[config.mk]
export PLATFORM = sky130hd
export DESIGN_NAME = failfirst_len_unit
export DESIGN_NICKNAME = d
export VERILOG_FILES = /design/src/rtl/ffl_pkg.sv /design/src/rtl/ffl_elem_eval.sv /design/src/rtl/ffl_group_reduce.sv /design/src/rtl/ffl_first_find.sv /design/src/rtl/failfirst_len_unit.sv
export SDC_FILE = /design/constraint.sdc
export NUM_CORES = 1
export LEC_CHECK = 0
export ABC_AREA = 1
export BUFFER_PORTS_ARGS = -buffer_cell sky130_fd_sc_hd__buf_4
export CAP_MARGIN = 25
export CORE_UTILIZATION = 45
export CTS_BUF_LIST = sky130_fd_sc_hd__clkbuf_2
export DETAILED_ROUTE_END_ITERATION = 8
export PLACE_DENSITY = 0.83
export SETUP_SLACK_MARGIN = 0.1
export SYNTH_ARGS = -nofsm -noshare
export SYNTH_HDL_FRONTEND = slang
export SYNTH_HIERARCHICAL = 1
export SYNTH_SLANG_ARGS = --single-unit
[constraint.sdc]
create_clock -name clk -period 4.8 [get_ports clk]
set_clock_uncertainty 0.2 [all_clocks]
set_input_delay 0.72 -clock clk [delete_from_list [all_inputs] [get_ports clk]]
set_output_delay 0.72 -clock clk [all_outputs]
set_load 0.1 [all_outputs]
[src/rtl/ffl_pkg.sv]
package ffl_pkg;
  typedef enum logic {
    MODE_COND  = 1'b0,
    MODE_FAULT = 1'b1
  } ffl_mode_e;

  function automatic logic masked_fails(input logic zero_mode, input logic fault_mode);
    return zero_mode && (ffl_mode_e'(fault_mode) == MODE_COND);
  endfunction
endpackage

[src/rtl/ffl_elem_eval.sv]
module ffl_elem_eval #(
  parameter int NELEM = 64,
  parameter int EW    = 7
) (
  input  logic [NELEM-1:0] mask,
  input  logic [NELEM-1:0] fail,
  input  logic [EW-1:0]    elem_cnt,
  input  logic             zero_mode,
  input  logic             fault_mode,
  output logic [NELEM-1:0] efail
);
  logic off_fails;
  assign off_fails = ffl_pkg::masked_fails(zero_mode, fault_mode);

  for (genvar e = 0; e < NELEM; e++) begin : g_elem
    logic active;
    assign active   = (EW'(e) < elem_cnt);
    assign efail[e] = active & (mask[e] ? fail[e] : off_fails);
  end
endmodule

[src/rtl/ffl_group_reduce.sv]
module ffl_group_reduce #(
  parameter int MAX_VL  = 16,
  parameter int MAX_SUB = 4,
  localparam int NELEM  = MAX_VL * MAX_SUB
) (
  input  logic [NELEM-1:0]   efail,
  input  logic [MAX_SUB-1:0] sub_onehot,
  output logic [MAX_VL-1:0]  gfail
);
  for (genvar g = 0; g < MAX_VL; g++) begin : g_grp
    logic [MAX_SUB-1:0] by_width;
    for (genvar s = 1; s <= MAX_SUB; s++) begin : g_w
      assign by_width[s-1] = |efail[g*s +: s];
    end
    assign gfail[g] = |(by_width & sub_onehot);
  end
endmodule

[src/rtl/ffl_first_find.sv]
module ffl_first_find #(
  parameter int N  = 16,
  parameter int IW = 4
) (
  input  logic [N-1:0]  req,
  output logic          found,
  output logic [IW-1:0] idx
);
  always_comb begin
    found = 1'b0;
    idx   = '0;
    for (int i = N - 1; i >= 0; i--) begin
      if (req[i]) begin
        found = 1'b1;
        idx   = IW'(i);
      end
    end
  end
endmodule

[src/rtl/failfirst_len_unit.sv]
module failfirst_len_unit #(
  parameter int MAX_VL  = 16,
  parameter int MAX_SUB = 4,
  localparam int NELEM  = MAX_VL * MAX_SUB,
  localparam int VLW    = $clog2(MAX_VL + 1),
  localparam int SW     = $clog2(MAX_SUB + 1),
  localparam int EW     = $clog2(NELEM + 1),
  localparam int IW     = (MAX_VL > 1) ? $clog2(MAX_VL) : 1
) (
  input  logic             clk,
  input  logic             rst,
  input  logic             start,
  input  logic [VLW-1:0]   vl_in,
  input  logic [SW-1:0]    subvl_in,
  input  logic [NELEM-1:0] mask_in,
  input  logic             zero_mode,
  input  logic             fault_mode,
  input  logic [NELEM-1:0] fail_in,
  output logic             done,
  output logic [VLW-1:0]   vl_out,
  output logic             truncated,
  output logic             trap
);
  logic [VLW-1:0]     vl_c;
  logic [SW-1:0]      s_eff;
  logic [MAX_SUB-1:0] sub_onehot;
  logic [EW-1:0]      elem_cnt;
  logic [NELEM-1:0]   efail;
  logic [MAX_VL-1:0]  gfail;
  logic               found;
  logic [IW-1:0]      first_idx;
  logic               trap_n, trunc_n;
  logic [VLW-1:0]     vl_n;

  always_comb begin
    vl_c  = (vl_in > VLW'(MAX_VL)) ? VLW'(MAX_VL) : vl_in;
    s_eff = (subvl_in >= SW'(1) && subvl_in <= SW'(MAX_SUB)) ? subvl_in : SW'(1);
    for (int i = 0; i < MAX_SUB; i++) sub_onehot[i] = (s_eff == SW'(i + 1));
    elem_cnt = EW'(vl_c) * EW'(s_eff);
  end

  ffl_elem_eval #(.NELEM(NELEM), .EW(EW)) u_eval (
    .mask(mask_in), .fail(fail_in), .elem_cnt(elem_cnt),
    .zero_mode(zero_mode), .fault_mode(fault_mode), .efail(efail)
  );

  ffl_group_reduce #(.MAX_VL(MAX_VL), .MAX_SUB(MAX_SUB)) u_reduce (
    .efail(efail), .sub_onehot(sub_onehot), .gfail(gfail)
  );

  ffl_first_find #(.N(MAX_VL), .IW(IW)) u_find (
    .req(gfail), .found(found), .idx(first_idx)
  );

  always_comb begin
    trap_n  = found && fault_mode && (first_idx == '0);
    trunc_n = found && !trap_n;
    vl_n    = trunc_n ? VLW'(first_idx) : vl_c;
  end

  always_ff @(posedge clk) begin
    if (rst) begin
      done      <= 1'b0;
      vl_out    <= '0;
      truncated <= 1'b0;
      trap      <= 1'b0;
    end else begin
      done <= start;
      if (start) begin
        vl_out    <= vl_n;
        truncated <= trunc_n;
        trap      <= trap_n;
      end
    end
  end
endmodule

==> impl_metrics.py, run 1 <==
metrics = {
    "routing": {
        "dr.pass1.iters": 6,
        "remaining_drc_errors": 0,
        "antenna_left": 0,
        "wl_um": 15200,
        "wire_per_inst_um": 14.32,
        "via_count": 5696,
        "drtIter0Drc": 393,
        "viasPerCell": 5.369,
    },
    "yosys": {
        "syn_area_per_cell_um2": 4.613,
        "ys_seq_area_share_pct": 4.816,
        "yosysTopAreaCellShare_pct": 24.49,
        "netlist_instances": 721,
        "syn_area_um2": 3326,
        "yosys.area.top_type": "nand2_1",
        "synthTopCellsByArea": "nand2_1 (24%), nor2_1 (24%), inv_1 (11%)",
        "syn_nets": 872,
        "ys_ff_latch": 8,
        "synth_warnings": 6,
        "synth_cell_types": 30,
    },
    "clocking": {
        "ctsHoldBuffers": 0,
        "clk_path_buf_depth": 2,
        "htreeDepth": 1,
        "clock_latency_ps": 230,
        "cts_tree": "yes",
        "cts_buffers": 3,
        "cts.sinks": 8,
        "cts_root_buffer": "clkbuf_2",
        "clk_pin_slew_worst_paths_ps": 80,
    },
    "worst_setup_path": {
        "r2r_setup_slack_ps": 3900,
        "critPathKind": "primary input to flop",
        "worstPathRequired_ps": 4780,
        "slowest_delay_ps": 570,
        "reg2reg_from": "truncated$_SDFFE_PP0P_",
        "path_max_fanout": 5,
        "end_kind": "flop",
        "rr_worst_depth": 2,
        "arrival_ps": 5270,
        "reg2reg_to": "truncated$_SDFFE_PP0P_",
        "startpoint_type": "primary input",
        "slowest_stage": "fa_1",
        "crit_top_cell": "nand2_1",
    },
    "final_layout": {
        "regArea_um2": 160.2,
        "n_fill_cell": 501,
        "final_cells": 1061,
        "final_common_cell": "buf_4",
        "diodes": 0,
        "design_area_um2": 5869,
        "multi_input_area_um2": 3136,
        "nNetsFinal": 1118,
        "fin_util_pct": 84.07,
        "mostFrequentLayoutCells": "buf_4 (241), nand2_1 (191), nor2_1 (169)",
        "syn_to_final_growth_pct": 76.49,
        "drive_above_1_share_pct": 41.24,
    },
    "timing": {
        "slew_violations": 0,
        "setup_viol": 7,
        "setup_ws_ps": -495.0,
        "rsz0062_at_grt": "true",
        "max_slew.worst_pin.slew_ps": 878.0,
        "hold_viol": 0,
        "clock.fmax_mhz": 188.9,
        "timing.setup.tns_ps": -3060,
        "maxSlewHeadroom_pct": 41.25,
        "period_minus_slack_ps": 5295,
        "fin_crit_sh_pct": 110.3,
    },
    "run_status": {
        "status": "complete, but fails checks",
        "failed_checks": "setup timing",
    },
    "grt": {
        "grt_overflow": 0,
        "antenna_found_initial": 0,
        "grt_pass1_wl_um": 22470,
        "grt_use_total_pct": 36.68,
        "grt_pass1_vias": 5212,
        "grt_max_degree": 42,
    },
    "floorplan": {
        "floorplan.initialDensity_pct": 47.63,
        "ioPinCount": 149,
        "die_area_um2": 7738,
        "fp-row-count": 30,
        "die_h_um": 87.97,
        "core_um2": 6982,
        "die_w_um": 87.97,
    },
    "power": {
        "p_per_area_nw_per_um2": 169.4,
        "leakagePower_uw": 0.003313,
        "ir_drop_mv": 0.08456,
    },
    "place": {
        "port_buffers": 148,
        "gp_congestion": 0.9879,
        "place_hpwl_um": 11130,
        "place_ws_ps": -718.0,
        "place_inst": 1031,
        "dpl_cell_area_um2": 5241,
    },
    "hold_path": {
        "hold_start": "vl_out[4]$_SDFFE_PP0P_",
        "hold_end": "vl_out[4]$_SDFFE_PP0P_",
        "min_delay_path_depth": 2,
        "hp-class": "flop to flop",
    },
    "flow_run": {
        "max_cap_violations": 0,
    },
}
[worst max-delay path by stage]
stage,startpoint,endpoint,slack (ps),cells past startpoint
finish,vl_in[4],vl_out[4]$_SDFFE_PP0P_,-500,40
global route,subvl_in[1],vl_out[4]$_SDFFE_PP0P_,-900,41
CTS,subvl_in[1],vl_out[3]$_SDFFE_PP0P_,-180,42
detailed placement,vl_in[0],vl_out[2]$_SDFFE_PP0P_,-720,33
global placement,vl_in[2],vl_out[2]$_SDFFE_PP0P_,-560,33
floorplan,vl_in[2],vl_out[3]$_SDFFE_PP0P_,80,34
[where the power goes]
part / switching (uW) / total (uW) / internal [uW]
logic: 501 / 875 / 374
clock network: 25.9 / 43.0 / 17.0
registers: 3.73 / 76.4 / 72.7
[synthesized netlist by cell type]
master	n
a21oi_1	26
a21oi_2	5
buf_12	1
buf_2	9
buf_4	4
buf_6	1
clkbuf_1	2
dfxtp_1	8
fa_1	4
ha_1	6
inv_1	98
inv_2	7
mux2i_1	8
nand2_1	217
nand2_2	11
nand3_1	27
nand3_2	3
nand4_1	1
nor2_1	213
nor2_2	1
nor3_1	3
nor4_1	1
o21a_1	10
o21ai_0	47
o21ai_1	2
o21ai_2	1
o21bai_1	1
or2_1	1
or2_2	1
xor2_1	2
[worst max-delay path, delay by kind of cell]
kind / cells / cell delay (ps)
buf+inv: 7 / 730
fa+ha+maj: 2 / 980
compound gates: 4 / 420
simple gates: 27 / 2410
[kinds of logic after synthesis]
kind of cell / count (synthesis) / synth area share (%)
XOR/XNOR: 2 / 0.5268
multiplexers: 8 / 2.408
AO/OA/AOI/OAI: 92 / 15.35
buffers and inverters: 122 / 15.27
adder cells (fa/ha/maj): 10 / 4.665
AND/OR/NAND/NOR: 479 / 56.96
flip-flops: 8 / 4.816
[state kept, by name, summed over array words and instances (netlist names)]
| name | flops |
|---|---|
| vl_out | 5 |
| done | 1 |
| trap | 1 |
| truncated | 1 |
[per-layer routing]
layer	track usage, %	wire length [um]	vias to the layer above
met3	5.844	1513	102
met5	0	0	-
li1	-	-	2684
met4	16.54	823	0
met2	68.22	7524	401
met1	40.67	5333	2509
[cell type report]
type                    count  area share, %
clock buffers               3         0.2558
inverters                 105          6.949
multi-input cells         591          53.42
flip-flops and latches      8          2.729
well taps                  96          2.046
repair buffers            258          34.60
[metrics by stage]
step / power [uW] / hold WS [ps]
after floorplan: 483.3 / 582.4
after global placement: 765.1 / 277.5
after detailed placement: 778.4 / 288.0
after CTS: 875.4 / 304.1
after global routing: 1061 / 328.4
final: 994.4 / 325.7
[timing repair]
item                       CTS  global route
setup buffers               17            10
setup endpoints to repair    7             7
pin swaps                   27            31
gates resized for setup     41            74
Power figures use the tool's default switching activity.
==> run 2, diff against run 1 <==
--- a/config.mk
+++ b/config.mk
@@ -12,7 +12,7 @@
 export CTS_BUF_LIST = sky130_fd_sc_hd__clkbuf_2
 export DETAILED_ROUTE_END_ITERATION = 8
 export PLACE_DENSITY = 0.83
-export SETUP_SLACK_MARGIN = 0.1
+export SKIP_CTS_REPAIR_TIMING = 1
 export SYNTH_ARGS = -nofsm -noshare
 export SYNTH_HDL_FRONTEND = slang
 export SYNTH_HIERARCHICAL = 1
==> impl_metrics.py, run 2 (same netlist as run 1, synthesis figures left out) <==
metrics = {
    "run_status": {
        "status": "complete, but fails checks",
        "failed_checks": "setup timing",
    },
    "grt": {
        "grt_overflow": 0,
        "antenna_found_initial": 0,
        "grt_use_total_pct": 32.97,
        "use_met2_pct": 59.27,
        "grt-busiest-layer": "met2",
        "grt_use_met3_pct": 3.393,
        "grt_pass1_wl_um": 20440,
        "grtUsageMet1_pct": 40.70,
        "grt_pass1_vias": 4768,
        "grt_max_degree": 52,
    },
    "worst_setup_path": {
        "path_max_fanout": 8,
        "reg2reg_to": "vl_out[1]$_SDFFE_PP0P_",
        "slowest_delay_ps": 430,
        "arrival_ps": 5250,
        "r2r_setup_slack_ps": 3880,
        "path_depth": 34,
        "critPathKind": "primary input to flop",
        "slowest_stage": "fa_1",
        "end_kind": "flop",
        "crit_top_cell": "nand3_1",
        "crit_path_start": "vl_in[2]",
        "critical-path-top-delay-family": "simple AND/OR/NAND/NOR gates",
        "startpoint_type": "primary input",
        "cp-endpoint": "vl_out[0]$_SDFFE_PP0P_",
        "critPathBufInv": 3,
        "rr_worst_depth": 2,
        "worstPathRequired_ps": 4780,
        "reg2reg_from": "vl_out[1]$_SDFFE_PP0P_",
    },
    "timing": {
        "max_slew.worst_pin.slew_ps": 474.2,
        "fin_crit_sh_pct": 109.6,
        "maxSlewHeadroom_pct": 68.27,
        "period_minus_slack_ps": 5262,
        "setup_ws_ps": -461.6,
        "clock.fmax_mhz": 190.1,
        "rsz0062_at_grt": "true",
        "slew_violations": 0,
        "hold_viol": 0,
        "setup_viol": 7,
    },
    "place": {
        "gp_congestion": 0.9695,
        "place_hpwl_um": 10570,
        "dpl_cell_area_um2": 5051,
        "port_buffers": 148,
    },
    "clocking": {
        "clk_path_buf_depth": 2,
        "clock_latency_ps": 240,
        "cts.sinks": 8,
        "clk_pin_slew_worst_paths_ps": 90,
        "cts_buffers": 3,
        "cts_tree": "yes",
        "htreeDepth": 1,
        "cts_root_buffer": "clkbuf_2",
    },
    "final_layout": {
        "nNetsFinal": 1087,
        "design_area_um2": 5264,
        "n_fill_cell": 616,
        "fin_util_pct": 75.39,
        "drive_above_1_share_pct": 32.33,
        "regMostFlops": "vl_out",
        "syn_to_final_growth_pct": 58.28,
        "mostFrequentLayoutCells": "buf_4 (221), nand2_1 (207), nor2_1 (201)",
        "largest_reg_flops": 5,
        "final_common_cell": "buf_4",
        "diodes": 0,
    },
    "power": {
        "total_power_uw": 837.8,
        "p_per_area_nw_per_um2": 159.2,
        "leakagePower_uw": 0.003093,
        "ir_drop_mv": 0.07500,
    },
    "floorplan": {
        "die_h_um": 87.97,
        "ioPinCount": 149,
        "die_area_um2": 7738,
        "die_w_um": 87.97,
        "core_um2": 6982,
        "floorplan.initialDensity_pct": 47.63,
        "fp-row-count": 30,
    },
    "routing": {
        "drtIter0Drc": 330,
        "viasPerCell": 4.968,
        "wire_per_inst_um": 12.66,
        "remaining_drc_errors": 0,
        "wl_um": 13040,
        "via_count": 5117,
        "dr.pass1.iters": 5,
        "antenna_left": 0,
    },
    "flow_run": {
        "max_cap_violations": 0,
    },
    "hold_path": {
        "hp-class": "flop to flop",
    },
}
## run 2: worst min-delay path by stage
stage                            from                      to  slack, ps  depth (start not counted)
5_1_grt        vl_out[4]$_SDFFE_PP0P_  vl_out[4]$_SDFFE_PP0P_        320                          2
3_3_place_gp   vl_out[4]$_SDFFE_PP0P_  vl_out[4]$_SDFFE_PP0P_        260                          2
6_report       vl_out[4]$_SDFFE_PP0P_  vl_out[4]$_SDFFE_PP0P_        290                          2
3_5_place_dp   vl_out[4]$_SDFFE_PP0P_  vl_out[4]$_SDFFE_PP0P_        280                          2
4_1_cts        vl_out[4]$_SDFFE_PP0P_  vl_out[4]$_SDFFE_PP0P_        290                          2
2_1_floorplan                     rst  vl_out[4]$_SDFFE_PP0P_        580                          1
## run 2: area by class of cell
| type | instances | area [um2] | share of cell area [%] |
|---|---|---|---|
| Clock buffer | 3 | 15.01 | 0.2852 |
| Inverter | 105 | 394.1 | 7.488 |
| Multi-Input combinational cell | 591 | 2848 | 54.10 |
| Sequential cell | 8 | 160.2 | 3.043 |
| Tap cell | 96 | 120.1 | 2.282 |
| Timing Repair Buffer | 227 | 1727 | 32.80 |
## run 2: metal layers
metal  wire length [um]  vias to the layer above
li1                   -                     2627
met1               5413                     2223
met2               6487                      223
met3                725                       44
met4                409                        0
met5                  0                        -
## run 2: worst register-to-register path, stage by stage, from the launching register on
cell and delay, ps:
dfxtp_1 340, o21ai_0 230, a21oi_2 50
## run 2: power breakdown
| group | internal, uW | switching (uW) | total, uW | leakage (uW) |
|---|---|---|---|---|
| sequential | 72.7 | 3.74 | 76.4 | 0.0000662 |
| combinational | 304 | 414 | 718 | 0.00301 |
| clock | 17.0 | 26.4 | 43.5 | 0.0000125 |
## run 2: per-stage QoR
step                      TNS (ps)  setup slack, ps  cells  hold WS [ps]
after CTS                    -3181           -497.0   1023         291.4
after floorplan                  0            3.802    721         582.4
after global routing         -5344           -806.9   1030         318.6
final                        -2862           -461.6   1030         286.9
after global placement       -3595           -529.0   1020         264.6
after detailed placement     -4805           -724.5   1020         278.4
